`config.mk`:
```
export PLATFORM = sky130hd
export DESIGN_NAME = fmls_line_seq
export DESIGN_NICKNAME = d
export VERILOG_FILES = /design/src/rtl/fmls_pkg.sv /design/src/rtl/fmls_timebase.sv /design/src/rtl/fmls_window.sv /design/src/rtl/fmls_line_seq.sv
export SDC_FILE = /design/constraint.sdc
export NUM_CORES = 1
export LEC_CHECK = 0
export BUFFER_PORTS_ARGS = -buffer_cell sky130_fd_sc_hd__buf_2
export CAP_MARGIN = 30
export CORE_MARGIN = 2
export CORE_UTILIZATION = 40
export CTS_BUF_LIST = sky130_fd_sc_hd__clkbuf_16
export DETAILED_ROUTE_END_ITERATION = 8
export PLACE_DENSITY_LB_ADDON = 0.2
export SLEW_MARGIN = 10
export SYNTH_ARGS = -nofsm -noshare
export SYNTH_HDL_FRONTEND = slang
export SYNTH_SLANG_ARGS = --single-unit
```
`constraint.sdc`:
```
create_clock -name clk -period 8.2 [get_ports clk]
set_input_delay 1.64 -clock clk [delete_from_list [all_inputs] [get_ports clk]]
set_output_delay 1.64 -clock clk [all_outputs]
set_load 0.005 [all_outputs]
```
`src/rtl/fmls_pkg.sv`:
```
package fmls_pkg;
   // Strobe groups sharing a base offset, a line delay and a shift
   localparam int GRP_A   = 0;
   localparam int GRP_CE  = 1;
   localparam int GRP_FG  = 2;
   localparam int GRP_BD  = 3;
   localparam int NUM_GRP = 4;
endpackage

```
`src/rtl/fmls_timebase.sv`:
```
module fmls_timebase #(
   parameter int PIX_W   = 12,
   parameter int LINE_W  = 10,
   parameter int SHIFT_W = 5
) (
   input  logic               clk,
   input  logic               rst_n,
   input  logic               fld_start,
   input  logic [PIX_W-1:0]   cfg_line_len,
   input  logic [PIX_W-1:0]   cfg_active_len,
   input  logic [LINE_W-1:0]  cfg_lines,
   input  logic [SHIFT_W-1:0] cfg_shift_a,
   input  logic [SHIFT_W-1:0] cfg_shift_ce,
   input  logic [SHIFT_W-1:0] cfg_shift_bd,
   output logic [PIX_W-1:0]   pix,
   output logic [LINE_W-1:0]  line,
   output logic               live,
   output logic [PIX_W-1:0]   act_q,
   output logic [SHIFT_W-1:0] sh_a_q,
   output logic [SHIFT_W-1:0] sh_ce_q,
   output logic [SHIFT_W-1:0] sh_bd_q
);
   logic              fs_q;
   logic              run;
   logic              rise;
   logic              expired;
   logic              eol;
   logic [PIX_W-1:0]  len_q;
   logic [LINE_W-1:0] lines_q;

   assign rise    = fld_start & ~fs_q;
   assign expired = (line == lines_q);
   assign eol     = (pix == len_q - PIX_W'(1));
   assign live    = run & ~expired;

   always_ff @(posedge clk or negedge rst_n) begin
      if (!rst_n) begin
         fs_q    <= 1'b0;
         run     <= 1'b0;
         pix     <= '0;
         line    <= '0;
         len_q   <= '0;
         act_q   <= '0;
         lines_q <= '0;
         sh_a_q  <= '0;
         sh_ce_q <= '0;
         sh_bd_q <= '0;
      end else begin
         fs_q <= fld_start;
         if (rise) begin
            run     <= 1'b1;
            pix     <= '0;
            line    <= '0;
            len_q   <= cfg_line_len;
            act_q   <= cfg_active_len;
            lines_q <= cfg_lines;
            sh_a_q  <= cfg_shift_a;
            sh_ce_q <= cfg_shift_ce;
            sh_bd_q <= cfg_shift_bd;
         end else if (live) begin
            if (eol) begin
               pix  <= '0;
               line <= line + LINE_W'(1);
            end else begin
               pix  <= pix + PIX_W'(1);
            end
         end
      end
   end
endmodule

```
`src/rtl/fmls_window.sv`:
```
module fmls_window #(
   parameter int PIX_W    = 12,
   parameter int LINE_W   = 10,
   parameter int SHIFT_W  = 5,
   parameter int BASE     = 63,
   parameter int LINE_DLY = 0
) (
   input  logic               live,
   input  logic [PIX_W-1:0]   pix,
   input  logic [LINE_W-1:0]  line,
   input  logic [SHIFT_W-1:0] shift,
   input  logic [PIX_W-1:0]   act_len,
   output logic               hit
);
   localparam int EXT_W = PIX_W + 2;

   logic [EXT_W-1:0] lo;
   logic [EXT_W-1:0] hi;
   logic [EXT_W-1:0] pix_x;
   logic             line_ok;

   assign lo    = EXT_W'(BASE) + EXT_W'(shift);
   assign hi    = lo + EXT_W'(act_len);
   assign pix_x = EXT_W'(pix);

   generate
      if (LINE_DLY == 0) begin : g_no_dly
         assign line_ok = 1'b1;
      end else begin : g_dly
         assign line_ok = (line >= LINE_W'(LINE_DLY));
      end
   endgenerate

   assign hit = live & line_ok & (pix_x >= lo) & (pix_x < hi);
endmodule

```
`src/rtl/fmls_line_seq.sv`:
```
module fmls_line_seq
   import fmls_pkg::*;
#(
   parameter int PIX_W    = 12,
   parameter int LINE_W   = 10,
   parameter int SHIFT_W  = 5,
   parameter int BASE_CE  = 63,
   parameter int BASE_A   = 94,
   parameter int BASE_FG  = 148,
   parameter int BASE_BD  = 160,
   parameter int DLY_FG   = 3,
   parameter int DLY_BD   = 4
) (
   input  logic               clk,
   input  logic               rst_n,
   input  logic               fld_start,
   input  logic [PIX_W-1:0]   cfg_line_len,
   input  logic [PIX_W-1:0]   cfg_active_len,
   input  logic [LINE_W-1:0]  cfg_lines,
   input  logic [SHIFT_W-1:0] cfg_shift_a,
   input  logic [SHIFT_W-1:0] cfg_shift_ce,
   input  logic [SHIFT_W-1:0] cfg_shift_bd,
   input  logic               cfg_third_mem,
   input  logic               cfg_matrix_en,
   output logic               rd_a,
   output logic               rd_c,
   output logic               rd_e,
   output logic               wr_b,
   output logic               wr_d,
   output logic               out_f_vld,
   output logic               out_g_vld
);
   localparam int MAX_SHIFT = (1 << SHIFT_W) - 1;
   localparam int PIX_SPAN  = 1 << PIX_W;

   generate
      if (BASE_BD + MAX_SHIFT >= PIX_SPAN) begin : g_bad_span
         $error("largest shifted base does not fit the pixel counter");
      end
      if (DLY_BD <= DLY_FG) begin : g_bad_dly
         $error("memory write must lag the output by at least one line");
      end
      if (DLY_BD >= (1 << LINE_W)) begin : g_bad_line
         $error("line counter too narrow for the write delay");
      end
   endgenerate

   logic [PIX_W-1:0]   pix;
   logic [LINE_W-1:0]  line;
   logic               live;
   logic [PIX_W-1:0]   act_q;
   logic [SHIFT_W-1:0] sh_a_q;
   logic [SHIFT_W-1:0] sh_ce_q;
   logic [SHIFT_W-1:0] sh_bd_q;
   logic [SHIFT_W-1:0] grp_shift [NUM_GRP];
   logic [NUM_GRP-1:0] grp_hit;

   fmls_timebase #(
      .PIX_W   (PIX_W),
      .LINE_W  (LINE_W),
      .SHIFT_W (SHIFT_W)
   ) u_tb (
      .clk            (clk),
      .rst_n          (rst_n),
      .fld_start      (fld_start),
      .cfg_line_len   (cfg_line_len),
      .cfg_active_len (cfg_active_len),
      .cfg_lines      (cfg_lines),
      .cfg_shift_a    (cfg_shift_a),
      .cfg_shift_ce   (cfg_shift_ce),
      .cfg_shift_bd   (cfg_shift_bd),
      .pix            (pix),
      .line           (line),
      .live           (live),
      .act_q          (act_q),
      .sh_a_q         (sh_a_q),
      .sh_ce_q        (sh_ce_q),
      .sh_bd_q        (sh_bd_q)
   );

   assign grp_shift[GRP_A]  = sh_a_q;
   assign grp_shift[GRP_CE] = sh_ce_q;
   assign grp_shift[GRP_FG] = '0;
   assign grp_shift[GRP_BD] = sh_bd_q;

   generate
      for (genvar g = 0; g < NUM_GRP; g++) begin : g_grp
         localparam int B = (g == GRP_A)  ? BASE_A  :
                            (g == GRP_CE) ? BASE_CE :
                            (g == GRP_FG) ? BASE_FG : BASE_BD;
         localparam int D = (g == GRP_FG) ? DLY_FG  :
                            (g == GRP_BD) ? DLY_BD  : 0;
         fmls_window #(
            .PIX_W    (PIX_W),
            .LINE_W   (LINE_W),
            .SHIFT_W  (SHIFT_W),
            .BASE     (B),
            .LINE_DLY (D)
         ) u_win (
            .live    (live),
            .pix     (pix),
            .line    (line),
            .shift   (grp_shift[g]),
            .act_len (act_q),
            .hit     (grp_hit[g])
         );
      end
   endgenerate

   assign rd_a      = grp_hit[GRP_A];
   assign rd_c      = grp_hit[GRP_CE];
   assign rd_e      = grp_hit[GRP_CE] & cfg_third_mem;
   assign wr_b      = grp_hit[GRP_BD];
   assign wr_d      = grp_hit[GRP_BD] & cfg_third_mem;
   assign out_f_vld = grp_hit[GRP_FG];
   assign out_g_vld = grp_hit[GRP_FG] & cfg_matrix_en;
endmodule

```
* Word-level counts from Yosys, hierarchy flattened
Cells that the tools add are included.
W data, S select, Z words.
** Cells by class
- Add/sub/neg operators :: 10
- Order comparisons :: 10
- Mux-type cells :: 6
- Bitwise logic cells :: 17
- Reduce and logical (&&, ||, !) cells :: 3
- Eq/ne operators :: 2
** Operators by type and width (number)
- $lt A12 B14 Y1 :: 4
- $add A14 B12 Y14 :: 3
- $ge A12 B14 Y1 :: 3
- $mux W12 :: 3
- $mux W10 :: 3
- $and A1 B1 Y1 :: 15
- $add A8 B12 Y13 const A :: 1
- $add A12 B1 Y12 const B :: 1
- $eq A12 B12 Y1 :: 1
- $ge A12 B8 Y1 const B :: 1
- $sub A12 B1 Y12 const B :: 1
- $add A10 B1 Y10 const B :: 1
- $eq A10 B10 Y1 :: 1
- $ge A10 B2 Y1 const B :: 1
- $ge A10 B3 Y1 const B :: 1
- $add A8 B5 Y9 const A :: 1
- $add A7 B5 Y8 const A :: 1
- $add A6 B5 Y7 const A :: 1
- $reduce_bool A2 Y1 :: 2
- $not A1 Y1 :: 2
- $reduce_and A2 Y1 :: 1
** Word-level totals
- Flip-flop bits (word level) :: 73
- Logic and storage cells :: 58
- Input port bits :: 54
- Output and inout bits :: 7

* Longest topological paths before layout
- Depth in word-level cells :: 7
- Gate-level depth with buffers :: 20
- Gate-level depth less buffers :: 20

* By module
Synthesis repeated with hierarchy kept, for this count alone.
** Unflattened totals
- Cell total of the unflattened synthesis :: 840
- Area total of the unflattened synthesis :: 6976.7 µm²
** By module, submodules not included
- fmls_timebase :: sequential area each 1826.8 µm², cells an instance 418, times used 1, area each 3657.3 µm²
- fmls_window (g_grp[1].u_win) :: sequential area each 0.0 µm², cells an instance 111, times used 1, area each 859.6 µm²
- fmls_window (g_grp[2].u_win) :: sequential area each 0.0 µm², cells an instance 108, times used 1, area each 849.6 µm²
- fmls_window (g_grp[3].u_win) :: sequential area each 0.0 µm², cells an instance 98, times used 1, area each 799.5 µm²
- fmls_window (g_grp[0].u_win) :: sequential area each 0.0 µm², cells an instance 101, times used 1, area each 788.3 µm²
- fmls_line_seq :: sequential area each 0.0 µm², cells an instance 4, times used 1, area each 22.5 µm²

* Least setup slack after synthesis
Ideal clock, no wire load.
- Path kind :: register to output
- Start :: reg u_tb.sh_ce_q[0]
- End :: out rd_e
- Cell stages (with the launch flop) :: 20
- Setup slack :: 3.058 ns
- Data required time :: 6.560 ns
- Buffers on the path :: 0
- Arrival time :: 3.502 ns
- Cells stage by stage :: dfrtp_1 -> inv_1 -> ha_1 -> inv_1 -> ha_1 -> a21o_1 -> a21o_1 -> a21o_1 -> a21oi_1 -> o21ai_0 -> a21oi_1 -> nand3b_1 -> xor2_1 -> ha_1 -> a211oi_1 -> nand2_1 -> a41o_1 -> o221ai_1 -> a21oi_1 -> nor4_1
** Between the ends
- Cells in the longest elaborated chain, start to end :: 5
- Elaborated cells between the ends (all ways) :: 7
- Classes of those cells :: add/sub (2); order compare (2); bitwise (3)
** Ends and longest elaborated chain
- start, declared :: line fmls_timebase.sv:20 : output logic [SHIFT_W-1:0] sh_ce_q,
- start signal, assigned :: line fmls_timebase.sv:58 : sh_ce_q <= cfg_shift_ce;
- $add A6 B5 Y7 * :: line fmls_window.sv:22 : assign lo = EXT_W'(BASE) + EXT_W'(shift);
- $add A14 B12 Y14 or $ge A12 B14 Y1 (tied branches) :: line fmls_window.sv:23, fmls_window.sv:34
- $lt A12 B14 Y1 or $and A1 B1 Y1 (tied branches) :: line fmls_window.sv:34 : assign hit = live & line_ok & (pix_x >= lo) & (pix_x < hi);
- $and A1 B1 Y1 * :: line fmls_window.sv:34
- $and A1 B1 Y1 * :: line fmls_line_seq.sv:112 : assign rd_e = grp_hit[GRP_CE] & cfg_third_mem;
- end, declared :: line fmls_line_seq.sv:27 : output logic rd_e,
Mark *: on every way between the ends. The rest lies on a longest branch, timed or not.

* Worst setup path after layout
Ends and elaborated chain as after synthesis.

==> results.md <==
* Clk pwr share at 0.257
* Number of post-CTS setup repair buffers at 0
* Worst EP required at 6.56 ns
* Final Cycle Share at 0.741
* Startpoint Class: register
* Row count at 46
* Outcome: complete, no violations
* Sequential element share of the synthesized area at 0.285
* Most frequent cells in the layout: nand2_1 (158), ha_1 (89), dfrtp_1 (73)
* Setup TNS at 0 ns
* CTS clock-pin slew for the worst setup and hold paths at 0.06 ns
* Layout cell share with drive strength beyond 1 at 0.118
* Seq cells post-synth at 73
* Crit path depth at 20
* Post-DP HPWL at 12,200 µm
* Detailed Route WL at 16,600 µm
* Worst vdd ir at 0.110 mV
* Internal power at 0.872 mW
* Max incr delay on CP at 0.39 ns
* Endpoint class of the critical path: output port
* Crit-path cells: inv_1 -> ha_1 -> xor2_1 -> ha_1 -> a21o_1 -> a21o_1 -> a21oi_1 -> o21ai_0 -> a21oi_1 -> xor2_1 -> ha_1 -> a21oi_1 -> nor2b_1 -> o21ai_0 -> nand2_1 -> a41o_1 -> o221ai_1 -> a21oi_1 -> nor4_1 -> buf_2
* Slowest stage cell, crit path: dfrtp_1
* Chip height at 131 µm
* Final #Nets at 949
* Wire per inst at 16.2 µm
* Max-cap viol count at 0
* Final Hold Fails at 0
* First-pass DRT Iterations at 4
* Routed Antenna Nets at 0
* Dominant synthesized flop cell: dfrtp_1
* Total grt overflow at 0
* CTS tree: done
* Mapped Nets at 908
* Via count at 5,448
* Ports at 61
* Die width at 131 µm
* Initial Util at 0.407
* FMAX at 165 MHz
* Worst skew pair latency at 0.34 ns
* Endpoints failing setup at 0
* Total CTS buffers at 9
* WHS Path Cells at 2
* Area grow syn2layout at 11.4%
* NetSw at 0.546 mW
* Switching part of the total at 0.385
* Vias in the first global route at 5,519
* Post-route DRC at 0
* WP buf/inv at 2
* Post-synth EDFFs at 0
* Data arrival, critical path at 4.43 ns
* Logic pwr share at 0.396
* Syn Std Cell Area at 0.00642 mm²
* CTS Root Buffer Type: clkbuf_16
* Largest net degree at the start of global routing at 74
* LEAKAGE at 3.74 nW
* Core box area at 0.0158 mm²
* Placer Congestion at 0.911
* Initial antenna violation count at 0
* Number of inserted diodes at 0
* Slew Limit Fails at 0
* Sequential power share at 0.347
* Commonest non-fill, non-tap cell in the layout: nand2_1
* Power Density at 198 mW/mm²
* Syn Area/Cell at 8.42 µm²
* Synth Warn # at 0
* DR vias/cell at 5.32
* Asr flop ratio synth at 1.00
* Most frequent CP cell: a21oi_1
* Least-Margin Pin Slew at 0.867 ns
* CTS resizes at 0
* Port Buf Inserts at 60
* Register area at 0.00183 mm²
* Area occupied by multi-input gates at 0.00431 mm²
* # fillers at 1,616
* Post-CTS Hold Buffers at 0
* WS Path Type: register to output port
* Final clock skew at 0.00780 ns
* Hold Worst Slack at 0.497 ns
* Delay-heaviest family, CP: compound AO/OA/AOI/OAI gates
* Die area at 0.0171 mm²
* Reg2Reg Depth at 10
* Crit-path max FO at 4
* Relative slew slack at 0.419
* First DRT Iteration DRCs at 304
* Clock Path Buffers at 2
* Post-Syn Instances at 762
* Total GRT Usage at 0.207
* Unrepaired setup endpoints after global routing: false
* HP Class: register to register
* Clk sinks at 73
* H-tree lvl count at 3
* Setup WS post-layout at 2.13 ns
* First-pass GRT wire length at 27,500 µm
* Post-Place Setup Slack at 2.59 ns
* Netlist cell types at 60
* Crit path time final at 6.07 ns
stage by stage:
stage          std cells  power (mW)  cell area, µm²   util
6_report            1024        1.42            7150  0.454
2_1_floorplan        762       0.906            6420      -
4_1_cts             1023        1.43            7120  0.452
5_1_grt             1024        1.54            7150  0.454
3_3_place_gp        1007        1.03            6860  0.435
3_5_place_dp        1007        1.06            6860  0.435
layout make-up:
| cell class | count | area share |
|---|---|---|
| Tap cell | 216 | 0.0378 |
| Inverter | 37 | 0.0194 |
| Sequential cell | 73 | 0.255 |
| Clock buffer | 9 | 0.0315 |
| Timing Repair Buffer | 63 | 0.0483 |
| Multi-Input combinational cell | 619 | 0.602 |
| Clock inverter | 7 | 0.00560 |
cell usage after synthesis (4+ instances only):
cell | count | share of area
a211oi_1 | 5 | 0.0058
a21oi_1 | 25 | 0.019
nor3b_1 | 6 | 0.0070
a31oi_1 | 5 | 0.0049
a21o_1 | 35 | 0.041
nand3_1 | 11 | 0.0086
xnor2_1 | 36 | 0.049
o21ai_0 | 42 | 0.033
and3_1 | 4 | 0.0039
dfrtp_1 | 73 | 0.28
nor2_1 | 38 | 0.022
nand2_1 | 158 | 0.092
clkbuf_1 | 23 | 0.013
o21a_1 | 5 | 0.0058
nor4_1 | 5 | 0.0049
nand4_1 | 13 | 0.013
nor3_1 | 14 | 0.011
nand2b_1 | 19 | 0.019
buf_2 | 5 | 0.0039
ha_1 | 89 | 0.17
a31o_2 | 4 | 0.0055
nor2b_1 | 13 | 0.013
a211o_1 | 5 | 0.0068
inv_1 | 37 | 0.022
xor2_1 | 33 | 0.045
logic make-up after synthesis:
family	after synthesis	synth area share
XOR/XNOR	69	0.0942
AO/OA/AOI/OAI	153	0.159
flip-flops	73	0.285
buffers and inverters	70	0.0460
adder cells (fa/ha/maj)	92	0.183
AND/OR/NAND/NOR	302	0.229
multiplexers	3	0.00468
routing by layer:
metal,global-route usage,vias up,part of all wire
li1,-,2715,-
met1,0.271,2599,0.48
met2,0.351,110,0.47
met3,0.0371,24,0.035
met4,0.0582,0,0.018
met5,0,-,0
state kept, by name, summed over array words and instances (netlist names):
name	cells
u_tb.act_q	12
u_tb.len_q	12
u_tb.pix	12
u_tb.line	10
u_tb.lines_q	10
u_tb.sh_a_q	5
u_tb.sh_bd_q	5
u_tb.sh_ce_q	5
u_tb.fs_q	1
u_tb.run	1
worst reg2reg max path, cell delays in order, from the launching register on:
cell and delay [ns]:
dfrtp_1 0.47, inv_1 0.11, ha_1 0.29, nor2b_2 0.33, a21o_1 0.17, a211oi_1 0.11
nor4_4 0.37, nand4_4 0.18, o21ai_4 0.48, a31oi_1 0.16, a41o_1 0.22
worst paths after layout:
path | slack, ns | endpoint | start
worst min-delay path | 0.50 | u_tb.lines_q[6] | u_tb.lines_q[6]
worst max-delay path | 2.13 | rd_e | u_tb.sh_ce_q[0]
max in group asynchronous | 6.39 | u_tb.act_q[11] | rst_n
min in group asynchronous | 1.24 | u_tb.lines_q[9] | rst_n
worst max register to register | 5.20 | u_tb.line[6] | u_tb.len_q[0]
worst min register to register | 0.50 | u_tb.lines_q[6] | u_tb.lines_q[6]
power groups by stage:
stage | Combinational, mW | Clock (mW) | Sequential (mW)
2_1_floorplan | 0.459 | 0 | 0.447
3_3_place_gp | 0.533 | 0 | 0.498
3_5_place_dp | 0.558 | 0 | 0.499
4_1_cts | 0.563 | 0.373 | 0.492
5_1_grt | 0.649 | 0.387 | 0.501
6_report | 0.561 | 0.365 | 0.492
Note: power is estimated with default switching activity, not from simulation.
